===== src/rtl/adc_scan_seq.sv =====
module adc_scan_seq #(
  parameter int NCH = 17,
  localparam int CHW = $clog2(NCH)
) (
  input  logic           clk,
  input  logic           rst_n,
  input  logic [1:0]     scan_mode,
  input  logic           resume_sel,
  input  logic [NCH-1:0] mask_a,
  input  logic [NCH-1:0] mask_b,
  input  logic           trg_en_a,
  input  logic           trg_en_b,
  input  logic [1:0]     trg_sel_a,
  input  logic [1:0]     trg_sel_b,
  input  logic           sw_trig_a,
  input  logic           sw_trig_b,
  input  logic [1:0]     ext_trg_a,
  input  logic [1:0]     ext_trg_b,
  input  logic           stop,
  input  logic           ie_a,
  input  logic           ie_b,
  input  logic           eoc_clr_a,
  input  logic           eoc_clr_b,
  input  logic           conv_done,
  output logic           conv_start,
  output logic [CHW-1:0] conv_ch,
  output logic           busy,
  output logic           eoc_a,
  output logic           eoc_b,
  output logic           irq_a,
  output logic           irq_b
);

  function automatic logic pick(input logic [1:0] sel, input logic sw, input logic [1:0] ext);
    case (sel)
      2'd0:    return sw;
      2'd1:    return ext[0];
      2'd2:    return ext[1];
      default: return |ext;
    endcase
  endfunction

  // {found, index} of the lowest set bit at or above 'from'
  function automatic logic [CHW:0] seek(input logic [NCH-1:0] m, input int from);
    logic [CHW:0] r;
    r = '0;
    for (int i = NCH - 1; i >= 0; i--)
      if (m[i] && i >= from) r = {1'b1, CHW'(i)};
    return r;
  endfunction

  logic           a_act, b_act;
  logic [CHW-1:0] pos_a, pos_b;
  logic           n_a_act, n_b_act, n_start, set_a, set_b;
  logic [CHW-1:0] n_pos_a, n_pos_b;
  logic [CHW:0]   nxt_a, nxt_b, fst_a, fst_b;
  logic           go_a, go_b;

  assign go_a  = trg_en_a & pick(trg_sel_a, sw_trig_a, ext_trg_a) & (|mask_a);
  assign go_b  = trg_en_b & pick(trg_sel_b, sw_trig_b, ext_trg_b) & (|mask_b) & scan_mode[1];
  assign nxt_a = seek(mask_a, int'(pos_a) + 1);
  assign nxt_b = seek(mask_b, int'(pos_b) + 1);
  assign fst_a = seek(mask_a, 0);
  assign fst_b = seek(mask_b, 0);

  always_comb begin
    n_a_act = a_act;
    n_b_act = b_act;
    n_pos_a = pos_a;
    n_pos_b = pos_b;
    n_start = 1'b0;
    set_a   = 1'b0;
    set_b   = 1'b0;
    if (stop) begin
      n_a_act = 1'b0;
      n_b_act = 1'b0;
    end else if (b_act) begin
      if (conv_done) begin
        if (nxt_b[CHW]) begin
          n_pos_b = nxt_b[CHW-1:0];
          n_start = 1'b1;
        end else begin
          set_b   = 1'b1;
          n_b_act = 1'b0;
          if (a_act) begin
            if (resume_sel) begin
              n_pos_a = fst_a[CHW-1:0];
              n_a_act = fst_a[CHW];
              n_start = fst_a[CHW];
            end else begin
              n_start = 1'b1;
            end
          end
        end
      end
    end else if (go_b) begin
      n_b_act = 1'b1;
      n_pos_b = fst_b[CHW-1:0];
      n_start = 1'b1;
    end else if (a_act) begin
      if (conv_done) begin
        if (nxt_a[CHW]) begin
          n_pos_a = nxt_a[CHW-1:0];
          n_start = 1'b1;
        end else begin
          set_a = 1'b1;
          if (scan_mode[0]) begin
            n_pos_a = fst_a[CHW-1:0];
            n_a_act = fst_a[CHW];
            n_start = fst_a[CHW];
          end else begin
            n_a_act = 1'b0;
          end
        end
      end
    end else if (go_a) begin
      n_a_act = 1'b1;
      n_pos_a = fst_a[CHW-1:0];
      n_start = 1'b1;
    end
  end

  always_ff @(posedge clk or negedge rst_n) begin
    if (!rst_n) begin
      a_act      <= 1'b0;
      b_act      <= 1'b0;
      pos_a      <= '0;
      pos_b      <= '0;
      conv_start <= 1'b0;
      eoc_a      <= 1'b0;
      eoc_b      <= 1'b0;
    end else begin
      a_act      <= n_a_act;
      b_act      <= n_b_act;
      pos_a      <= n_pos_a;
      pos_b      <= n_pos_b;
      conv_start <= n_start;
      eoc_a      <= set_a | (eoc_a & ~eoc_clr_a);
      eoc_b      <= set_b | (eoc_b & ~eoc_clr_b);
    end
  end

  assign conv_ch = b_act ? pos_b : pos_a;
  assign busy    = a_act | b_act;
  assign irq_a   = eoc_a & ie_a;
  assign irq_b   = eoc_b & ie_b;

endmodule


===== config.mk =====
export PLATFORM = sky130hd
export DESIGN_NAME = adc_scan_seq
export DESIGN_NICKNAME = d
export VERILOG_FILES = /design/src/rtl/adc_scan_seq.sv
export SDC_FILE = /design/constraint.sdc
export NUM_CORES = 1
export LEC_CHECK = 0
export CAP_MARGIN = 20
export CORE_ASPECT_RATIO = 2
export CORE_MARGIN = 4
export CORE_UTILIZATION = 40
export CTS_CLUSTER_SIZE = 12
export DETAILED_ROUTE_END_ITERATION = 12
export HOLD_SLACK_MARGIN = 0.06
export PLACE_DENSITY_LB_ADDON = 0.25
export SETUP_SLACK_MARGIN = 0.3
export SYNTH_ARGS = -nofsm -noshare
export SYNTH_HDL_FRONTEND = slang
export SYNTH_SLANG_ARGS = --single-unit
export TNS_END_PERCENT = 10

===== constraint.sdc =====
create_clock -name clk -period 3.2 [get_ports clk]
set_clock_uncertainty 0.15 [all_clocks]
set_input_delay 0.8 -clock clk [delete_from_list [all_inputs] [get_ports clk]]
set_output_delay 0.8 -clock clk [all_outputs]
set_load 0.02 [all_outputs]

==> Word-level counts from Yosys, hierarchy flattened <==
Index checks and enable logic that the tools add are counted.
{ "classes": {"add_sub_neg": 2, "n_mul": 0, "n_div": 0, "magnitude_cmp": 34, "n_eq_ne": 15, "shifts": 0, "n_mux": 120, "bitwise_logic": 15, "reduce_logical": 45} }
{ "ops": {"columns": ["operator", "n"], "rows": [
  ["$mux W6", 51],
  ["$mux W5", 33],
  ["$ge A4 B6 Y1 const A", 16],
  ["$ge A3 B6 Y1 const A", 8],
  ["$logic_and A1 B1 Y1", 34],
  ["$mux W1", 34],
  ["$reduce_or A17 Y1", 2],
  ["$ge A1 B6 Y1 const A", 4],
  ["$ge A2 B6 Y1 const A", 4],
  ["$add A5 B1 Y6 const B", 2],
  ["$ge A5 B6 Y1 const A", 2],
  ["$ne A2 B2 Y1 const B", 5],
  ["$and A1 B1 Y1", 9],
  ["$ne A3 B3 Y1 const B", 3],
  ["$reduce_and A9 Y1", 1],
  ["$pmux W1 S3", 2],
  ["$eq A2 B1 Y1 const B", 2],
  ["$eq A2 B2 Y1 const B", 2],
  ["$logic_not A2 Y1", 2],
  ["$ne A4 B2 Y1 const B", 1],
  ["$reduce_and A4 Y1", 1],
  ["$reduce_bool A2 Y1", 2],
  ["$reduce_or A2 Y1", 2],
  ["$ne A3 B2 Y1 const B", 1],
  ["other kinds (4)", 8]
]} }
{ "word_totals": {"register_bits": 15, "latchBits": 0, "mem_bits_rw": 0, "mem_bits_ro": 0, "input_bits": 57, "output_inout_bits": 11, "memories": 0} }

==> Longest topological paths before layout <==
Gate-level depths: netlist of the first run.
{ "depth": {"word_depth": 27, "ltp_mapped": 11, "mapped_depth_nobuf": 10} }

==> Worst setup path before layout of the first run <==
No wires, ideal clock.
{ "synth_timing": {"kind": "input-to-reg", "startpoint": "input mask_b[7]", "endpoint": "register pos_a[2]", "setup_ns": 0.125, "arrival_time_ns": 2.669, "path_slack_ns": 0.256, "cell_stages": 7, "cell_sequence": "or4_1 -> nor3_1 -> a31oi_1 -> nor2_1 -> o21ai_0 -> a221o_4 -> mux2_4"} }
{ "synth_via": {"elab_chain_cells": 11, "elab_cells_between_ends": 16} }
{ "synth_rtl": {"columns": ["item", "line_no", "text"], "rows": [
  ["from (decl)", "10", "input logic [NCH-1:0] mask_b,"],
  ["$logic_and A1 B1 Y1", "48", "if (m[i] && i >= from) r = {1'b1, CHW'(i)};"],
  ["$mux W6 (8 in series)", "48", null],
  ["$ne A2 B2 Y1 (no source line)", null, null],
  ["$reduce_and A9 Y1 (no source line) *", null, null],
  ["to (signal assigned)", "135", "pos_a <= n_pos_a;"],
  ["to (decl)", "53", "logic [CHW-1:0] pos_a, pos_b;"]
]} }
Mark *: on every way between the ends. The rest lies on a longest branch, timed or not.
A chain may end at the register's enable or synchronous reset.

==> Final worst setup path of the first run <==
{ "layout_timing": {"startpoint": "input mask_b[5]", "endpoint": "register a_act"} }
{ "layout_via": {"elab_chain_cells": 9, "elab_cells_between_ends": 13} }
{ "layout_rtl": {"columns": ["item", "line_no", "text"], "rows": [
  ["$logic_and A1 B1 Y1", "48", null],
  ["$mux W6 (6 in series)", "48", null],
  ["$ne A3 B3 Y1 (no source line)", null, null],
  ["$reduce_and A3 Y1 (no source line) *", null, null],
  ["to (signal assigned)", "133", "a_act <= n_a_act;"],
  ["to (decl)", "52", "logic a_act, b_act;"]
]} }
Marked as above.

==> reports/results.txt, run 1 <==
Worst Hold End = eoc_b$_DFF_PN0_
Area growth syn-to-layout = 58.0%
Total CTS buffers = 3
Via Count = 3492
I/O pin count = 68
Core outline area = 6620 um2
Hold path depth = 2
Leak Pwr = 0.00175 uW
Max-slew violation count = 0
CTS tree = yes
Crit-path cells = dlygate4sd2_1 > or4_4 > nor3_4 > a31oi_4 > nor2_1 > buf_4 > buf_4 > buf_4 > buf_4 > buf_4 > a311oi_2 > a32o_2
Complex-gate fraction of the synthesized area = 42.5%
Post-Synth Simple-Gate Area = 24.9%
Primary FF master, synth = dfrtp_1
Period utilization = 93.1%
Die Y = 124 um
Setup TNS = 0 ps
Deepest clock path buffer count = 2
Commonest non-fill, non-tap cells in the layout = 68 x buf_4, 55 x clkdlybuf4s50_1, 31 x o21ai_0, 31 x nor2_1, 27 x nand2_1
Worst slew pin tran = 687 ps
Largest family of logic cells by synthesized area = compound AO/OA/AOI/OAI gates
Crit-path most repeated cell = buf_4
Mux contribution to synthesized area = 6.00%
Max frequency = 336 MHz
Post-synth EDFFs = 0
Largest net degree at the start of global routing = 16
Drt total wl = 10400 um
CTS Sinks = 15
Mean Syn Cell Area = 7.33 um2
Worst setup EP type = register
Hold Vio Cnt, Final = 0
Synth cell types = 83
Detailed Place HPWL = 8370 um
Reg area = 380 um2
Worst R2R Start = pos_a[0]$_DFFE_PN0P_
Vias in the first global route = 3545
WP data arrival = 2970 ps
Initial Utilization = 41.0%
Initial antenna violation count = 0
Tmin final = 2980 ps
Worst R2R Path Depth = 9
Yosys warning total = 0
Asr flop ratio synth = 100%
Number of core rows = 42
Layout cells sized above 1 = 31.2%
Crit Path Class = primary input to register
Reg clk slew, reported paths = 50 ps
Routed vias/inst = 6.00
Max FO, Critical Path = 4
# Max-Cap Violations = 0
Sequential fraction of the synthesis area = 13.8%
Tot GR Track Use = 25.1%
Post-Synthesis Cell Area = 2710 um2
GR Overflow Total = 0
Adder-cell share of the synthesized area = 3.69%
Inst Count DP = 565
R2R Path End = pos_a[4]$_DFFE_PN0P_
Clk_lat worst skew = 250 ps
Global-route wire length before repair = 16300 um
PwrDens = 489 nW/um2
FF-to-FF setup slack = 240 ps
Final setup viols = 0
Slowest stage delay, CP = 560 ps
I/O Buffers = 67
Leading cell type in the layout, fill and taps excluded = buf_4
Peak VDD IR = 0.263 mV
Clk root buf = clkbuf_16
Post-route insts no fill = 582
Status = finished, final reports clean
Die ar. = 8240 um2
Routed Antenna Nets = 0
XOR/XNOR Fraction of Synth Area = 1.25%
Hold_sp = eoc_b$_DFF_PN0_
RePlAce Congestion = 0.948
Fillers = 612
Die Wd = 66.2 um
Number of antenna diodes = 0
FF+latch count, synth = 15
Routed WL per cell = 17.9 um
Rel. slew slack = 54.1%
Hold Crit Class = register to register
Synth Instances = 370
WP data required = 3190 ps
CP Launch Point = mask_b[5]
H-tree Lvls = 1
Post-synth net total = 435
Final routed DRC violation total = 0
Startpoint Class = primary input
Fin nets = 560
Initial DRC Count = 152
Cts hold-fix bufs = 0
Multi-input logic area = 2420 um2
Slowest CP cell = or4_4
RSZ-0062 raised after global routing = yes
1st-pass router iterations = 4
[per-stage QoR]
step | setup slack, ps | util (%) | total power [uW] | area, um2 | hold slack (ps)
2_1_floorplan | 278 | - | 1160 | 2750 | 354
5_1_grt | 109 | 64.7 | 2240 | 4290 | 440
6_report | 222 | 64.7 | 2100 | 4290 | 407
4_1_cts | 273 | 62.5 | 2000 | 4140 | 414
3_3_place_gp | -150 | 58.1 | 1610 | 3840 | 372
3_5_place_dp | -155 | 58.1 | 1630 | 3840 | 406
[how the worst max path moves through the flow]
stage	to
6_report	a_act$_DFFE_PN0P_
5_1_grt	pos_a[1]$_DFFE_PN0P_
2_1_floorplan	pos_a[2]$_DFFE_PN0P_
3_3_place_gp	pos_a[2]$_DFFE_PN0P_
3_5_place_dp	pos_a[4]$_DFFE_PN0P_
4_1_cts	pos_a[1]$_DFFE_PN0P_
[area by class of cell]
cell class,instances,area share (%)
clock buffer,3,1.75
clock inverter,1,0.175
inverter,26,2.28
multi-input combinational,312,56.4
sequential,15,8.88
tap,88,2.57
timing repair buffer,137,27.9
[synthesized netlist by cell type, drive strengths merged, types with 6 or more instances]
library cell  instances  share of area (%)
o21ai                39                7.5
nor2                 34                4.8
nand2                28                4.0
inv                  26                3.6
a21oi                25                4.6
dfrtp                15                 14
buf                  13                3.6
a31oi                11                3.0
nor3                 11                2.0
mux2                  9                4.2
and2                  8                2.0
ha                    8                3.7
nand3                 6                1.3
[critical path: cells and delay by family]
kind,cells,cell delay [ps]
compound gates,3,420
buf+inv,6,760
simple gates,3,990
[layer usage]
layer | share of wire [%] | up-vias | routed length [um] | GRT usage [%]
met2 | 59 | 102 | 6120 | 50.4
met3 | 2.7 | 51 | 286 | 2.53
met4 | 7.6 | 0 | 792 | 17.1
met5 | 0 | - | 0 | 0
li1 | - | 1687 | - | -
met1 | 31 | 1652 | 3220 | 20.7
[power by group]
group	leakage (uW)	switching [uW]	internal, uW
registers	0.000190	81.3	233
logic	0.00152	832	699
clock network	0.0000371	82.8	169
total	0.00175	996	1100
[kinds of logic (layout without fill, tap and decap cells)]
logic type,Yosys count,in the layout
xor gates and xnor gates,3,3
DFF,15,15
AOI/OAI and AO/OA,158,158
buffers and inverters,43,167
muxes,14,14
adders and majority gates,8,8
and+or+nand+nor,129,129
[registers in the layout (all words and copies together) (netlist names)]
name	count
pos_a	5
pos_b	5
a_act	1
b_act	1
conv_start	1
eoc_a	1
eoc_b	1
[repair_timing]
item / CTS / global route
resized for setup: 42 / 24
endpoints found under the hold margin: 0 / 0
pin swaps: 21 / 13
setup endpoints to repair: 12 / 15
cloned: 0 / 0
setup buffers: 10 / 3
(Power assumes the default switching activity.)
==> run 2, diff against run 1 <==
--- a/config.mk
+++ b/config.mk
@@ -11,9 +11,8 @@
 export CORE_UTILIZATION = 40
 export CTS_CLUSTER_SIZE = 12
 export DETAILED_ROUTE_END_ITERATION = 12
-export HOLD_SLACK_MARGIN = 0.06
 export PLACE_DENSITY_LB_ADDON = 0.25
-export SETUP_SLACK_MARGIN = 0.3
+export SETUP_SLACK_MARGIN = 0.4
 export SYNTH_ARGS = -nofsm -noshare
 export SYNTH_HDL_FRONTEND = slang
 export SYNTH_SLANG_ARGS = --single-unit
==> results of run 2 <==
The final DEF is identical to that of run 1; final timing and power are the same.
